File: src/rtl/pev_pkg.sv
package pev_pkg;
  typedef enum logic [1:0] {
    DB_OFF       = 2'd0,
    DB_KEEP_LOW  = 2'd1,
    DB_KEEP_HIGH = 2'd2,
    DB_REMOVE    = 2'd3
  } db_type_e;

  typedef enum logic [1:0] {
    POL_HIGH = 2'd0,
    POL_LOW  = 2'd1,
    POL_BOTH = 2'd2,
    POL_NONE = 2'd3
  } trig_pol_e;
endpackage

File: src/rtl/pev_sync.sv
module pev_sync #(
  parameter int STAGES = 2
) (
  input  logic clk,
  input  logic rst,
  input  logic d_in,
  output logic d_out
);
  logic [STAGES-1:0] chain;

  always_ff @(posedge clk) begin
    if (rst) chain <= '0;
    else     chain <= {chain[STAGES-2:0], d_in};
  end

  assign d_out = chain[STAGES-1];
endmodule

File: src/rtl/pev_debounce.sv
module pev_debounce
  import pev_pkg::*;
#(
  parameter int CNT_W  = 4,
  parameter int UNIT_A = 2,
  parameter int UNIT_B = 8,
  parameter int UNIT_C = 512,
  parameter int UNIT_D = 2048,
  localparam int TW    = $clog2(UNIT_D * ((1 << CNT_W) - 1) + 1)
) (
  input  logic             clk,
  input  logic             rst,
  input  logic             sync_in,
  input  logic             tick,
  input  logic [CNT_W-1:0] count,
  input  logic             unit_sel,
  input  logic             large_sel,
  input  db_type_e         style,
  output logic             filt
);
  logic [TW-1:0]    unit_t;
  logic [CNT_W-1:0] eff_cnt;
  logic [TW-1:0]    limit;
  logic [TW-1:0]    tcnt;
  logic             slow_dir;

  always_comb begin
    case ({large_sel, unit_sel})
      2'b00:   unit_t = TW'(UNIT_A);
      2'b01:   unit_t = TW'(UNIT_B);
      2'b10:   unit_t = TW'(UNIT_C);
      default: unit_t = TW'(UNIT_D);
    endcase
    eff_cnt = (count == '0) ? CNT_W'(1) : count;
    limit   = TW'(eff_cnt) * unit_t;
    // is the move toward sync_in subject to the timeout?
    case (style)
      DB_REMOVE:    slow_dir = 1'b1;
      DB_KEEP_LOW:  slow_dir = sync_in;
      DB_KEEP_HIGH: slow_dir = !sync_in;
      default:      slow_dir = 1'b0;
    endcase
  end

  always_ff @(posedge clk) begin
    if (rst) begin
      filt <= 1'b0;
      tcnt <= '0;
    end else if (!slow_dir) begin
      filt <= sync_in;
      tcnt <= '0;
    end else if (sync_in == filt) begin
      tcnt <= '0;
    end else if (tick) begin
      if (tcnt >= limit - TW'(1)) begin
        filt <= sync_in;
        tcnt <= '0;
      end else begin
        tcnt <= tcnt + TW'(1);
      end
    end
  end


  no_overflow_chk: assert property (@(posedge clk) disable iff (rst)
    ($past(limit) == limit && $past(tcnt) < $past(limit)) |-> tcnt < limit);

  count_only_on_mismatch_chk: assert property (@(posedge clk) disable iff (rst)
    (tcnt != '0) |-> $past(sync_in != filt));

  filt_follows_sync_chk: assert property (@(posedge clk) disable iff (rst)
    (filt != $past(filt)) |-> filt == $past(sync_in));
endmodule

File: src/rtl/pev_trigger.sv
module pev_trigger
  import pev_pkg::*;
(
  input  logic      clk,
  input  logic      rst,
  input  logic      level_in,
  input  logic      level_mode,
  input  trig_pol_e pol,
  input  logic      int_en,
  input  logic      unmask,
  input  logic      int_clr,
  input  logic      wake_clr,
  output logic      int_sts,
  output logic      wake_sts,
  output logic      irq
);
  logic prev_lvl;
  logic rise, fall, evt;
  logic int_n, wake_n;

  always_comb begin
    rise = level_in && !prev_lvl;
    fall = !level_in && prev_lvl;
    evt  = 1'b0;
    if (level_mode) begin
      case (pol)
        POL_HIGH: evt = level_in;
        POL_LOW:  evt = !level_in;
        default:  evt = 1'b0;
      endcase
    end else begin
      case (pol)
        POL_HIGH: evt = rise;
        POL_LOW:  evt = fall;
        POL_BOTH: evt = rise || fall;
        default:  evt = 1'b0;
      endcase
    end
    int_n  = (int_sts && !int_clr) || (evt && int_en);
    wake_n = (wake_sts && !wake_clr) || evt;
  end

  always_ff @(posedge clk) begin
    if (rst) begin
      prev_lvl <= 1'b0;
      int_sts  <= 1'b0;
      wake_sts <= 1'b0;
      irq      <= 1'b0;
    end else begin
      prev_lvl <= level_in;
      int_sts  <= int_n;
      wake_sts <= wake_n;
      irq      <= int_n && int_en && unmask;
    end
  end


  sticky_hold_chk: assert property (@(posedge clk) disable iff (rst)
    ($past(int_sts) && !$past(int_clr)) |-> int_sts);

  int_needs_enable_chk: assert property (@(posedge clk) disable iff (rst)
    $rose(int_sts) |-> $past(int_en));

  irq_gate_chk: assert property (@(posedge clk) disable iff (rst)
    irq |-> (int_sts && $past(int_en) && $past(unmask)));

  no_event_code_chk: assert property (@(posedge clk) disable iff (rst)
    $rose(wake_sts) |-> !$past(pol == POL_NONE || (level_mode && pol == POL_BOTH)));
endmodule

File: src/rtl/pin_event_detector.sv
module pin_event_detector
  import pev_pkg::*;
#(
  parameter int CNT_W       = 4,
  parameter int UNIT_A      = 2,
  parameter int UNIT_B      = 8,
  parameter int UNIT_C      = 512,
  parameter int UNIT_D      = 2048,
  parameter int SYNC_STAGES = 2
) (
  input  logic             clk,
  input  logic             rst,
  input  logic             pin_raw,
  input  logic             rtc_tick,
  input  logic [CNT_W-1:0] db_count,
  input  logic             db_unit_sel,
  input  logic             db_large_sel,
  input  logic [1:0]       db_type,
  input  logic             trig_level,
  input  logic [1:0]       trig_pol,
  input  logic             int_enable,
  input  logic             int_unmask,
  input  logic             int_sts_clr,
  input  logic             wake_sts_clr,
  output logic             pin_level,
  output logic             int_sts,
  output logic             wake_sts,
  output logic             irq
);
  logic pin_s;

  pev_sync #(.STAGES(SYNC_STAGES)) u_sync (
    .clk   (clk),
    .rst   (rst),
    .d_in  (pin_raw),
    .d_out (pin_s)
  );

  pev_debounce #(
    .CNT_W (CNT_W),
    .UNIT_A(UNIT_A),
    .UNIT_B(UNIT_B),
    .UNIT_C(UNIT_C),
    .UNIT_D(UNIT_D)
  ) u_db (
    .clk      (clk),
    .rst      (rst),
    .sync_in  (pin_s),
    .tick     (rtc_tick),
    .count    (db_count),
    .unit_sel (db_unit_sel),
    .large_sel(db_large_sel),
    .style    (db_type_e'(db_type)),
    .filt     (pin_level)
  );

  pev_trigger u_trig (
    .clk       (clk),
    .rst       (rst),
    .level_in  (pin_level),
    .level_mode(trig_level),
    .pol       (trig_pol_e'(trig_pol)),
    .int_en    (int_enable),
    .unmask    (int_unmask),
    .int_clr   (int_sts_clr),
    .wake_clr  (wake_sts_clr),
    .int_sts   (int_sts),
    .wake_sts  (wake_sts),
    .irq       (irq)
  );


  reset_quiet_chk: assert property (@(posedge clk)
    $past(rst) |-> !(pin_level || int_sts || wake_sts || irq));
endmodule

File: config.mk
export PLATFORM = sky130hd
export DESIGN_NAME = pin_event_detector
export DESIGN_NICKNAME = d
export VERILOG_FILES = /design/src/rtl/pev_pkg.sv /design/src/rtl/pev_sync.sv /design/src/rtl/pev_debounce.sv /design/src/rtl/pev_trigger.sv /design/src/rtl/pin_event_detector.sv
export SDC_FILE = /design/constraint.sdc
export NUM_CORES = 1
export LEC_CHECK = 0
export ABC_AREA = 1
export BUFFER_PORTS_ARGS = -buffer_cell sky130_fd_sc_hd__buf_2
export CAP_MARGIN = 20
export CORE_AREA = 5 5 77 79
export CTS_CLUSTER_DIAMETER = 30
export CTS_CLUSTER_SIZE = 30
export DETAILED_ROUTE_END_ITERATION = 10
export DIE_AREA = 0 0 82 84
export GPL_TIMING_DRIVEN = 1
export SYNTH_ARGS = -nofsm -noshare
export SYNTH_HDL_FRONTEND = slang
export SYNTH_SLANG_ARGS = --single-unit
File: constraint.sdc
create_clock -name clk -period 10.3 [get_ports clk]
set_input_delay 2.06 -clock clk [delete_from_list [all_inputs] [get_ports clk]]
set_output_delay 2.06 -clock clk [all_outputs]
set_load 0.02 [all_outputs]
* Word-level counts from Yosys, hierarchy flattened
Index checks and enable logic that the tools add are counted.
W data, S select, Z words.
** Storage, ports and cells
- Flip-flop bits (word level) :: 22
- Output and inout port bits :: 4
- Logic and storage cells :: 54
** Cells by class
- Add/subtract/negate cells :: 2
- Multipliers :: 1
- Order comparisons :: 1
- Equal/unequal tests :: 11
- Mux-type cells :: 11
- Bitwise gates (word level) :: 1
- Reductions and logical operators :: 20
** Operators with widths (count)
- $pmux W12 S3 :: 1
- $add A15 B1 Y15 const B :: 1
- $ge A15 B15 Y1 :: 1
- $mul A4 B12 Y15 :: 1
- $mux W15 :: 1
- $sub A15 B1 Y15 const B :: 1
- $eq A2 B2 Y1 const B :: 4
- $logic_and A1 B1 Y1 :: 7
- $eq A2 B1 Y1 const B :: 3
- $ne A2 B2 Y1 const B :: 3
- $pmux W1 S3 :: 2
- $logic_not A1 Y1 :: 5
- $mux W1 :: 5
- $logic_not A2 Y1 :: 2
- $logic_not A4 Y1 :: 1
- $mux W4 :: 1
- $logic_or A1 B1 Y1 :: 3
- $reduce_and A3 Y1 :: 1
- $reduce_or A3 Y1 :: 1
- $pmux W1 S2 :: 1
- $eq A1 B1 Y1 :: 1
- $not A1 Y1 :: 1

* Longest topological paths before layout
Gate-level depths: netlist of run 1.
- Word-level depth :: 9
- Gate-level depth with buffers :: 29
- Gate-level depth less buffers :: 29

* Hierarchy
From an unflattened synthesis of run 1, not the netlist that was laid out.
** Second synthesis, totals
- Cells, all modules :: 355
- Area total of the unflattened synthesis :: 2318.5 µm²
** Modules (own cells, without submodules)
- pev_debounce :: times used 1, cells an instance 313, area each 2034.5 µm², sequential area each 320.3 µm²
- pev_trigger :: times used 1, cells an instance 36, area each 229.0 µm², sequential area each 80.1 µm²
- pev_sync :: times used 1, cells an instance 6, area each 55.1 µm², sequential area each 40.0 µm²

* Least setup slack after synthesis of run 1
No wires, ideal clock.
- Path kind :: input-to-reg
- From :: input port db_unit_sel
- To :: register u_db.tcnt[5]
- Arrival :: 5.154 ns
- Data required time :: 10.183 ns
- Slack :: 5.028 ns
- Cell stages on the path :: 28
- Cell sequence :: inv_1 -> nor2_1 -> inv_1 -> nor2_1 -> inv_1 -> ha_1 -> inv_1 -> ha_1 -> ha_1 -> nand2_1 -> o21ai_0 -> a21oi_1 -> o21ai_2 -> nand2_1 -> nand2_1 -> nand2_1 -> nand2_1 -> ha_1 -> nand2_1 -> nor2_2 -> inv_1 -> nor2_1 -> nand2_1 -> nand2_1 -> inv_2 -> o21ai_4 -> buf_6 -> nor2_2
** On the way
- Word-level cells in the longest chain between the ends :: 6
** Ends and longest elaborated chain
- start: declaration :: RTL line pin_event_detector.sv:16 : input logic db_unit_sel,
- $eq A2 B2 Y1 (tied with other cells) :: RTL line pev_debounce.sv:28 : case ({large_sel, unit_sel})
- $pmux W12 S3 * :: RTL line pev_debounce.sv:28
- $mul A4 B12 Y15 * :: RTL line pev_debounce.sv:35 : limit = TW'(eff_cnt) * unit_t;
- $sub A15 B1 Y15 * :: RTL line pev_debounce.sv:55 : if (tcnt >= limit - TW'(1)) begin
- $ge A15 B15 Y1 * :: RTL line pev_debounce.sv:55
- $mux W15 * :: RTL line pev_debounce.sv:55
- end signal: assignment :: RTL line pev_debounce.sv:59 : tcnt <= tcnt + TW'(1);
- end: declaration :: RTL line pev_debounce.sv:24 : logic [TW-1:0] tcnt;
Mark *: on every way between the ends. The rest lies on a longest branch, timed or not.
A chain may end at the register's enable or synchronous reset.

* Worst setup path after layout of run 1
- From :: input port db_unit_sel
- To :: register u_db.tcnt[14]
Same word-level chain as after synthesis.

==> results of run 1 <==
placed cells by master (no fill, tap or decap):
master,netlist,layout
dfxtp_1,22,22
nand3_2,2,2
o21ai_2,1,1
xnor2_1,8,8
clkbuf_8,0,3
nor4_1,1,1
o21ai_4,1,1
fa_1,4,4
nand4_1,1,1
nand3_1,17,17
or2_0,1,1
nor2_2,14,14
inv_2,2,2
inv_1,63,63
nor3_1,3,3
a21boi_0,1,1
buf_2,0,22
a31oi_1,2,2
nor2_1,45,45
a21oi_1,11,11
nor4_2,1,1
xor2_1,16,16
nand2_1,69,69
nor3_2,1,1
o21ai_0,11,11
o22ai_1,1,1
o21bai_1,2,2
ha_1,33,33
cell families after synthesis:
| kind of cell | share of synthesized area |
|---|---|
| adders and majority gates | 0.219 |
| xor gates and xnor gates | 0.0933 |
| DFF | 0.196 |
| and+or+nand+nor | 0.301 |
| AOI/OAI and AO/OA | 0.0783 |
| buffers and inverters | 0.113 |
per-layer routing:
| metal | wire length [um] | global-route usage | up-vias |
|---|---|---|---|
| met3 | 126 | 0.0270 | 4 |
| met4 | 13 | 0.00906 | 0 |
| met5 | 0 | 0 | - |
| met1 | 2250 | 0.199 | 866 |
| li1 | - | - | 1084 |
| met2 | 1910 | 0.204 | 19 |
power breakdown:
group / switching (W) / total, W / internal, W
registers: 0.00000125 / 0.0000877 / 0.0000865
logic: 0.0000484 / 0.0000794 / 0.0000310
clock network: 0.0000262 / 0.0000523 / 0.0000261
total: 0.0000759 / 0.000219 / 0.000144
final cells by class:
cell class | count | area (um^2) | share of cell area
inverter | 65 | 244 | 0.0983
sequential | 22 | 440 | 0.177
clock buffer | 3 | 41.3 | 0.0166
multi-input combinational | 246 | 1560 | 0.627
timing repair buffer | 22 | 110 | 0.0444
tap | 72 | 90.1 | 0.0363
stage by stage:
step | hold WS, ns | std cells
6_report | 0.415 | 430
5_1_grt | 0.435 | 430
4_1_cts | 0.420 | 430
3_5_place_dp | 0.410 | 427
3_3_place_gp | 0.402 | 427
2_1_floorplan | 0.388 | 334
path summary, 6_finish.rpt:
path	to	slack [ns]	cells after the start	start
max reg2reg	u_db.tcnt[14]	8.46	10	u_db.tcnt[6]
max	u_db.tcnt[14]	4.72	28	db_unit_sel
min reg2reg	u_sync.chain[1]	0.41	2	u_sync.chain[0]
min	u_sync.chain[1]	0.41	2	u_sync.chain[0]
flip-flops by register name, summed over array words and instances (netlist names):
name / flops
u_trig.prev_lvl: 1
u_trig.irq: 1
u_db.filt: 1
u_sync.chain: 2
u_db.tcnt: 15
u_trig.int_sts: 1
u_trig.wake_sts: 1
critical path, delay by kind of cell:
kind	cells	cell delay (ns)
adder cells (fa/ha/maj)	4	1.20
buffers and inverters	7	0.47
AND/OR/NAND/NOR	13	1.14
AO/OA/AOI/OAI	4	0.83
==> reports/results.ini, run 1 <==
[power_and_ir_drop]
ir_drop_mv = 0.0733
power_density_mw_per_mm2 = 88.4
p_total_w = 0.000219
p_leak_nw = 1.26

[logic_synthesis]
syn_inst = 334
synth.area.top_cells = dfxtp_1 20%, ha_1 18%, nand2_1 12%
seq_area_frac_synth = 0.196
synth_edf_count = 0
postSynth.asyncResetShare = 0
yosysWarnings = 0
yosysTopAreaCell = dfxtp_1
netlist_area_mm2 = 0.00225
syn_nets = 390
synthDistinctLibCells = 27
syn_area_per_cell_um2 = 6.74
synthTopCellsByCount = 69 x nand2_1, 63 x inv_1, 45 x nor2_1
netlist.area_leader.share = 0.196
synthFlopType = dfxtp_1
ys_ff_latch = 22
post-synth-top-count-cell = nand2_1

[layout]
antenna_cells = 0
final_core_util = 0.471
drive_above_1_share = 0.131
area_growth_pct = 10.2
finalInstanceArea_mm2 = 0.00248
nNetsFinal = 416
num-fill-cells = 568

[timing]
setup_violations = 0
finalCriticalPeriod_ns = 5.58
fin_ws_ns = 4.72
maxSlewViolCount = 0
fin_skew_ns = 0.00633
fin_crit_sh = 0.541
hold_viol = 0
max-slew-margin-rel = 0.652
worst_pin_slew_ns = 0.521
totalNegativeSetupSlack_ns = 0
rsz0062_at_grt = false
maxClockFrequency_mhz = 179

[floorplan]
die_w_um = 82
start_util = 0.427
rows = 27
ioPinCount = 23
die_area_mm2 = 0.00689
core_mm2 = 0.00527
die_h_um = 84

[drt]
wirelength_um = 4300
wl_per_cell_um = 10.0
drt_first_pass_iters = 4
drc = 0
drt_iter0_drc = 84
num_vias = 1973
vias_per_cell = 4.59
drtAntennaViolNets = 0

[place]
port_buffers = 22
hpwl_um = 3700
place_congestion = 0.821
place_ws_ns = 4.41
placed_area_mm2 = 0.00244

[setup_path]
path_max_fanout = 14
start_kind = input port
cp-end-kind = flop
crit_slowest_cell = o21ai_4
arrival_ns = 5.71
cpPeakStageDelay_ns = 0.42
critPathKind = input port to flop
critPathRequiredTime_ns = 10.43
crit_top_cell = nand2_1

[cts]
cts_tree = built
clk_pin_slew_ns = 0.07
post_cts_buffers = 0
cts_hold_buf = 0
htreeDepth = 1
cts_inserted_buffers = 3
cts_resized = 0
clockRootBuffer = clkbuf_8
clockBufferDepth = 2
cts.sinks = 22
clkLatencyLatePin_ns = 0.26

[grt]
antenna_found_initial = 0
track_usage = 0.133
grt_pass1_wl_um = 7560
grt-ovfl-total = 0
grt_max_degree = 15
grt_pass1_vias = 1779

[hold_path]
worstHoldPathType = flop to flop

[flow_run]
maxCapViolCount = 0

[run_status]
outcome = complete, no violations

Note: power is estimated with default switching activity, not from simulation.
==> run 2, diff against run 1 <==
==> constraint.sdc (replaced) <==
create_clock -name clk -period 4.9 [get_ports clk]
set_input_delay 0.98 -clock clk [delete_from_list [all_inputs] [get_ports clk]]
set_output_delay 0.98 -clock clk [all_outputs]
set_load 0.02 [all_outputs]
==> run 2 against run 1 <==
  * Global-route usage about the same
  * Final cell count rose by 0.70%
  * Largest cell class unchanged
  * Total power increased by 110%
  * Non-clock buffer count increased by 3
  * Via count shrank 1.2%
  * Cell area increased by 0.91%
  * Die area is the same
  * Clock skew is 0.0010 ns lower
  * Wire length shrank 0.95%
  * Critical path depth rose by 1
  * Critical endpoint is now u_db.tcnt[12]
  * Worst hold slack got worse by 0.0044 ns
  * Combinational power up 110%
==> reports/results.ini, run 2 (same netlist as run 1, synthesis figures left out) <==
[hold_path]
worstHoldStart = u_sync.chain[0]  ; unchanged
worstHoldPathType = flop to flop  ; unchanged

[cts]
clkLatencyLatePin_ns = 0.26  ; about the same
cts_inserted_buffers = 3  ; unchanged
clk_pin_slew_ns = 0.07  ; about the same
htreeDepth = 1  ; unchanged
cts_tree = built  ; unchanged
clockBufferDepth = 2  ; unchanged
clockRootBuffer = clkbuf_8  ; unchanged
cts_resized = 0  ; unchanged
post_cts_buffers = 0  ; unchanged
cts_hold_buf = 0  ; unchanged
cts.sinks = 22  ; unchanged

[grt]
antenna_found_initial = 0  ; unchanged
grt_max_degree = 12  ; was 15
grt_pass1_vias = 1717  ; was 1779
track_usage = 0.133  ; about the same
grt_pass1_wl_um = 7500  ; was 7560 um
grt-ovfl-total = 0  ; unchanged

[layout]
largest_reg_flops = 15  ; unchanged
nNetsFinal = 419  ; was 416
area_growth_pct = 11.2  ; was 10.2%
regMostFlops = u_db.tcnt  ; unchanged
mostFrequentLayoutCells = 69 x nand2_1, 63 x inv_1, 45 x nor2_1, 33 x ha_1  ; unchanged
largestRegisters = u_db.tcnt (15), u_sync.chain (2)  ; unchanged
drive_above_1_share = 0.139  ; was 0.131
final_common_cell = nand2_1  ; unchanged
finalInstanceArea_mm2 = 0.00250  ; was 0.00248 mm^2
antenna_cells = 0  ; unchanged

[setup_path]
crit_slowest_cell = ha_1  ; was o21ai_4
crit_top_cell = nand2_1  ; unchanged
cpPeakStageDelay_ns = 0.34  ; was 0.42 ns
cp-end-kind = flop  ; unchanged
cpLargestDelayFamily = adder cells  ; unchanged
reg2reg_to = u_db.tcnt[12]  ; was u_db.tcnt[14]
critPathLaunch = db_unit_sel  ; unchanged
start_kind = input port  ; unchanged
arrival_ns = 4.53  ; was 5.71 ns
critical_path_buf_inv_count = 8  ; was 7
critPathKind = input port to flop  ; unchanged
path_max_fanout = 6  ; was 14
r2r_setup_slack_ns = 3.16  ; was 8.46 ns
crit_path_end = u_db.tcnt[12]  ; was u_db.tcnt[14]
r2r_start = u_db.tcnt[6]  ; unchanged
critPathRequiredTime_ns = 5.05  ; was 10.43 ns
rr_worst_depth = 11  ; was 10
crit_cells = 29  ; was 28

[drt]
drtAntennaViolNets = 0  ; unchanged
num_vias = 1950  ; was 1973
drc = 0  ; unchanged
wl_per_cell_um = 9.84  ; was 10.0 um
vias_per_cell = 4.50  ; was 4.59
drt_first_pass_iters = 4  ; unchanged
wirelength_um = 4260  ; was 4300 um
drt_iter0_drc = 92  ; was 84

[timing]
totalNegativeSetupSlack_ns = 0  ; unchanged
rsz0062_at_grt = false  ; unchanged
finalCriticalPeriod_ns = 4.38
fin_crit_sh = 0.893
hold-worst-slack_ns = 0.411  ; was 0.415 ns
maxSlewViolCount = 0  ; unchanged
hold_viol = 0  ; unchanged
fin_skew_ns = 0.00531  ; was 0.00633 ns
max-slew-margin-rel = 0.809  ; was 0.652
worst_pin_slew_ns = 0.284  ; was 0.521 ns
setup_violations = 0  ; unchanged
maxClockFrequency_mhz = 229

[power_and_ir_drop]
power_density_mw_per_mm2 = 185  ; was 88.4 mW/mm^2
p_int_w = 0.000303  ; was 0.000144 W
ir_drop_mv = 0.180  ; was 0.0733 mV
switching_share = 0.344  ; was 0.346
power_switching_w = 0.000159  ; was 0.0000759 W
combPwrFrac = 0.364  ; was 0.362
seqPwrFrac = 0.399  ; was 0.400
clock_power_share = 0.237  ; was 0.238
p_leak_nw = 1.27  ; was 1.26 nW

[floorplan]
die_h_um = 84  ; unchanged
start_util = 0.427  ; unchanged
core_mm2 = 0.00527  ; unchanged
die_area_mm2 = 0.00689  ; unchanged
die_w_um = 82  ; unchanged
rows = 27  ; unchanged
ioPinCount = 23  ; unchanged

[flow_run]
maxCapViolCount = 0  ; unchanged

[place]
port_buffers = 22  ; unchanged
placed_area_mm2 = 0.00246  ; was 0.00244 mm^2
place_congestion = 0.811  ; was 0.821
hpwl_um = 3730  ; was 3700 um

[run_status]
outcome = complete, no violations  ; unchanged

==> run 2: cell count changes in the layout (fill, tap and decap cells not counted), sizes merged <==
| cell | before | now |
|---|---|---|
| buf | 22 | 25 |
==> run 2: cell type report <==
class	instances	area [um^2]
multi-input cells	246	1560
well taps	72	90.1
inverters	65	244
fillers	578	2770
repair buffers	25	133
clock buffers	3	41.3
flip-flops and latches	22	440
==> run 2: worst min path at each step <==
stage	end	slack [ns]	cells past startpoint
after global placement	u_sync.chain[1]	0.40	2
after CTS	u_sync.chain[1]	0.41	2
final	u_sync.chain[1]	0.41	2
after global routing	u_sync.chain[1]	0.43	2
after detailed placement	u_sync.chain[1]	0.40	2
after floorplan	u_sync.chain[1]	0.39	2
==> run 2: worst reg2reg max path, cell delays in order, from the launching register on <==
cell and delay (ns):
dfxtp_1 0.36, ha_1 0.31, nand2_1 0.07, nor2_1 0.10, nand2_1 0.05, nand2_1 0.09
nand2_1 0.05, nand2_1 0.09, inv_2 0.06, o21ai_4 0.20, buf_4 0.19, nor2_1 0.05
==> run 2: through the flow <==
step / cells / util / total power [W] / setup WS [ns]
4_1_cts: 433 / 0.475 / 0.000468 / 0.493
6_report: 433 / 0.475 / 0.000462 / 0.525
2_1_floorplan: 334 / - / 0.000317 / 0.708
5_1_grt: 433 / 0.475 / 0.000500 / 0.103
3_3_place_gp: 430 / 0.467 / 0.000357 / 0.327
3_5_place_dp: 430 / 0.467 / 0.000358 / 0.218
==> run 2: power by group through the flow <==
stage	Sequential, W	Clock, W	Combinational [W]
2_1_floorplan	0.000190	0	0.000126
3_3_place_gp	0.000189	0	0.000169
3_5_place_dp	0.000188	0	0.000169
4_1_cts	0.000184	0.000114	0.000170
5_1_grt	0.000185	0.000120	0.000196
6_report	0.000184	0.000109	0.000168
==> run 2: metal layers <==
metal	vias up	global-route usage	share of wire	wire, um
li1	1090	-	-	-
met1	846	0.209	0.55	2350
met2	14	0.191	0.42	1800
met3	0	0.0281	0.025	107
met4	0	0.00906	0	0
met5	-	0	0	0
==> run 3, diff against run 2 <==
--- a/config.mk
+++ b/config.mk
@@ -5,15 +5,15 @@
 export SDC_FILE = /design/constraint.sdc
 export NUM_CORES = 1
 export LEC_CHECK = 0
-export ABC_AREA = 1
 export BUFFER_PORTS_ARGS = -buffer_cell sky130_fd_sc_hd__buf_2
 export CAP_MARGIN = 20
-export CORE_AREA = 5 5 77 79
+export CORE_AREA = 5 5 75 77
 export CTS_CLUSTER_DIAMETER = 30
 export CTS_CLUSTER_SIZE = 30
 export DETAILED_ROUTE_END_ITERATION = 10
-export DIE_AREA = 0 0 82 84
+export DIE_AREA = 0 0 80 82
 export GPL_TIMING_DRIVEN = 1
+export PLACE_DENSITY = 0.65
 export SYNTH_ARGS = -nofsm -noshare
 export SYNTH_HDL_FRONTEND = slang
 export SYNTH_SLANG_ARGS = --single-unit
==> run 3 against run 2 <==
  * Total power rose by 6.9%
  * Count of clock-buffer cells in the layout did not move
  * Largest cell class unchanged
  * Critical endpoint is now u_db.tcnt[3]
  * Highest routed layer is now met4
  * Cell area fell by 4.6%
  * Largest power group unchanged
  * Die area fell by 4.8%
  * Setup slack got worse by 0.13 ns
  * Critical path depth fell by 10
  * Global-route usage fell by 0.15 points
  * Sequential power barely moved
==> reports/results.ini, run 3 <==
[run_status]
outcome = complete, no violations  ; unchanged

[logic_synthesis]
yosys.area_share.simple = 0.250  ; was 0.301
synth_compound_area_frac = 0.149  ; was 0.0783
synth_mux_area_frac = 0  ; unchanged
synthDistinctLibCells = 44  ; was 27
syn_inst = 247  ; was 334
netlist.area_leader.share = 0.207  ; was 0.196
netlist_area_mm2 = 0.00212  ; was 0.00225 mm^2
yosysTopAreaCell = dfxtp_1  ; unchanged
synth.area.top_cells = dfxtp_1 21%, ha_1 19%, xor2_1 6.6%  ; was dfxtp_1 20%, ha_1 18%, nand2_1 12%
synth_xor_area_frac = 0.107  ; was 0.0933
post-synth-top-count-cell = ha_1  ; was nand2_1
syn_area_per_cell_um2 = 8.60  ; was 6.74 um^2
yosysWarnings = 0  ; unchanged
synth_top_family_by_area = simple AND/OR/NAND/NOR gates  ; unchanged
seq_area_frac_synth = 0.207  ; was 0.196
synthTopCellsByCount = 33 x ha_1, 24 x inv_1, 22 x dfxtp_1  ; was 69 x nand2_1, 63 x inv_1, 45 x nor2_1
post_synth_fa_ha_maj_area_fraction = 0.232  ; was 0.219
synth_edf_count = 0  ; unchanged
ys_ff_latch = 22  ; unchanged
syn_nets = 303  ; was 390
synthFlopType = dfxtp_1  ; unchanged
postSynth.asyncResetShare = 0  ; unchanged

[power_and_ir_drop]
power_switching_w = 0.000141  ; was 0.000159 W
p_leak_nw = 1.03  ; was 1.27 nW
switching_share = 0.285  ; was 0.344
combPwrFrac = 0.288  ; was 0.364
p_int_w = 0.000354  ; was 0.000303 W
ir_drop_mv = 0.120  ; was 0.180 mV
seqPwrFrac = 0.368  ; was 0.399
power_density_mw_per_mm2 = 207  ; was 185 mW/mm^2
clock_power_share = 0.344  ; was 0.237

[drt]
vias_per_cell = 5.03  ; was 4.50
drtAntennaViolNets = 0  ; unchanged
wirelength_um = 3890  ; was 4260 um
num_vias = 1720  ; was 1950
drc = 0  ; unchanged
drt_first_pass_iters = 4  ; unchanged
drt_iter0_drc = 40  ; was 92
wl_per_cell_um = 11.4  ; was 9.84 um

[setup_path]
arrival_ns = 4.64  ; was 4.53 ns
cp-end-kind = flop  ; unchanged
path_max_fanout = 6  ; unchanged
critPathKind = input port to flop  ; unchanged
start_kind = input port  ; unchanged
critPathRequiredTime_ns = 5.03  ; was 5.05 ns

[grt]
use_met3 = 0.0274  ; was 0.0281
grt_pass1_vias = 1711  ; was 1717
grt.busiest_layer = met2  ; was met1
grt_pass1_wl_um = 7000  ; was 7500 um
grt-ovfl-total = 0  ; unchanged
grtUsageMet2 = 0.233  ; was 0.191
track_usage = 0.132  ; was 0.133
antenna_found_initial = 0  ; unchanged
use_met1 = 0.160  ; was 0.209
grt_max_degree = 18  ; was 12

[cts]
cts_resized = 0  ; unchanged
cts_inserted_buffers = 3  ; unchanged
post_cts_buffers = 0  ; unchanged
clockBufferDepth = 2  ; unchanged
clkLatencyLatePin_ns = 0.27  ; was 0.26 ns
cts.sinks = 22  ; unchanged
clk_pin_slew_ns = 0.08  ; was 0.07 ns
cts_tree = built  ; unchanged
clockRootBuffer = clkbuf_8  ; unchanged
htreeDepth = 1  ; unchanged
cts_hold_buf = 0  ; unchanged

[layout]
final_common_cell = ha_1  ; was nand2_1
drive_above_1_share = 0.173  ; was 0.139
largestRegisters = u_db.tcnt (15), u_sync.chain (2)  ; unchanged
antenna_cells = 0  ; unchanged
nNetsFinal = 329  ; was 419
largest_reg_flops = 15  ; unchanged
regMostFlops = u_db.tcnt  ; unchanged
mostFrequentLayoutCells = 33 x ha_1, 24 x inv_1, 22 x buf_2, 22 x dfxtp_1, 21 x nand2_1  ; was 69 x nand2_1, 63 x inv_1, 45 x nor2_1, 33 x ha_1
final_core_util = 0.483  ; was 0.475
final_cells = 342  ; was 433
area_growth_pct = 12.6  ; was 11.2%

[timing]
fin_skew_ns = 0.00584  ; was 0.00531 ns
setup_violations = 0  ; unchanged
totalNegativeSetupSlack_ns = 0  ; unchanged
maxSlewViolCount = 0  ; unchanged
max-slew-margin-rel = 0.535  ; was 0.809
hold_viol = 0  ; unchanged
fin_crit_sh = 0.920  ; was 0.893
worst_pin_slew_ns = 0.697  ; was 0.284 ns
finalCriticalPeriod_ns = 4.51  ; was 4.38 ns
maxClockFrequency_mhz = 222  ; was 229 MHz
rsz0062_at_grt = false  ; unchanged

[flow_run]
maxCapViolCount = 0  ; unchanged

[floorplan]
die_h_um = 82  ; was 84 um
die_area_mm2 = 0.00656  ; was 0.00689 mm^2
start_util = 0.429  ; was 0.427
rows = 26  ; was 27
core_mm2 = 0.00494  ; was 0.00527 mm^2
ioPinCount = 23  ; unchanged
die_w_um = 80  ; was 82 um

[hold_path]
worstHoldPathType = flop to flop  ; unchanged

[place]
place_congestion = 0.761  ; was 0.811
port_buffers = 22  ; unchanged
hpwl_um = 3280  ; was 3730 um
dp.cells = 338  ; was 430

run 3: cells by family (layout without fill, tap and decap cells):
kind of cell	after synthesis	after routing
simple gates	92	92
compound gates	42	42
fa+ha+maj	37	37
buf+inv	28	53
xor+xnor	26	26
flops	22	22
run 3: worst paths after layout:
kind	start	endpoint	slack, ns	depth (start not counted)
max	db_count[1]	u_db.tcnt[3]	0.39	19
min	u_sync.chain[0]	u_sync.chain[1]	0.46	1
max reg2reg	u_db.tcnt[5]	u_db.tcnt[3]	3.05	7
min reg2reg	u_sync.chain[0]	u_sync.chain[1]	0.46	1
run 3: power by group through the flow:
stage               registers (W)  logic (W)  clock network [W]
global placement         0.000186   0.000140                  0
finish                   0.000182   0.000142           0.000170
floorplan                0.000188   0.000109                  0
detailed placement       0.000186   0.000144                  0
global route             0.000182   0.000164           0.000180
CTS                      0.000182   0.000145           0.000172
run 3: cell type report:
cell class / count / area (um^2)
fillers: 500 / 2550
clock buffers: 3 / 41.3
clock inverters: 1 / 30.0
inverters: 24 / 90.1
flip-flops and latches: 22 / 440
multi-input cells: 197 / 1570
repair buffers: 25 / 133
well taps: 70 / 87.6
run 3: layer usage:
layer,part of all wire,vias to the layer above
li1,-,915
met1,0.49,781
met2,0.48,16
met3,0.015,8
met4,0.015,0
met5,0,-
run 3: through the flow:
step	instance area, um^2	setup WS, ns	hold slack, ns	power (W)
final	2390	0.393	0.457	0.000494
after global routing	2390	0.0639	0.467	0.000526
after CTS	2390	0.394	0.449	0.000499
after detailed placement	2320	0.115	0.429	0.000330
after global placement	2320	0.184	0.419	0.000326
after floorplan	2120	0.586	0.414	0.000297
run 3: critical path, cell delays in order:
cell and delay, ns:
buf_2 0.13, nor3_1 0.16, or2_2 0.17, nand2_1 0.08, fa_1 0.56, inv_1 0.05, ha_1 0.22, a21o_1 0.20
a31oi_1 0.28, o31ai_1 0.16, o311ai_2 0.24, xnor2_1 0.11, ha_1 0.30, nand4_1 0.15, nor3_2 0.27, o31ai_4 0.14
a21oi_2 0.19, buf_4 0.19, nor3_1 0.06
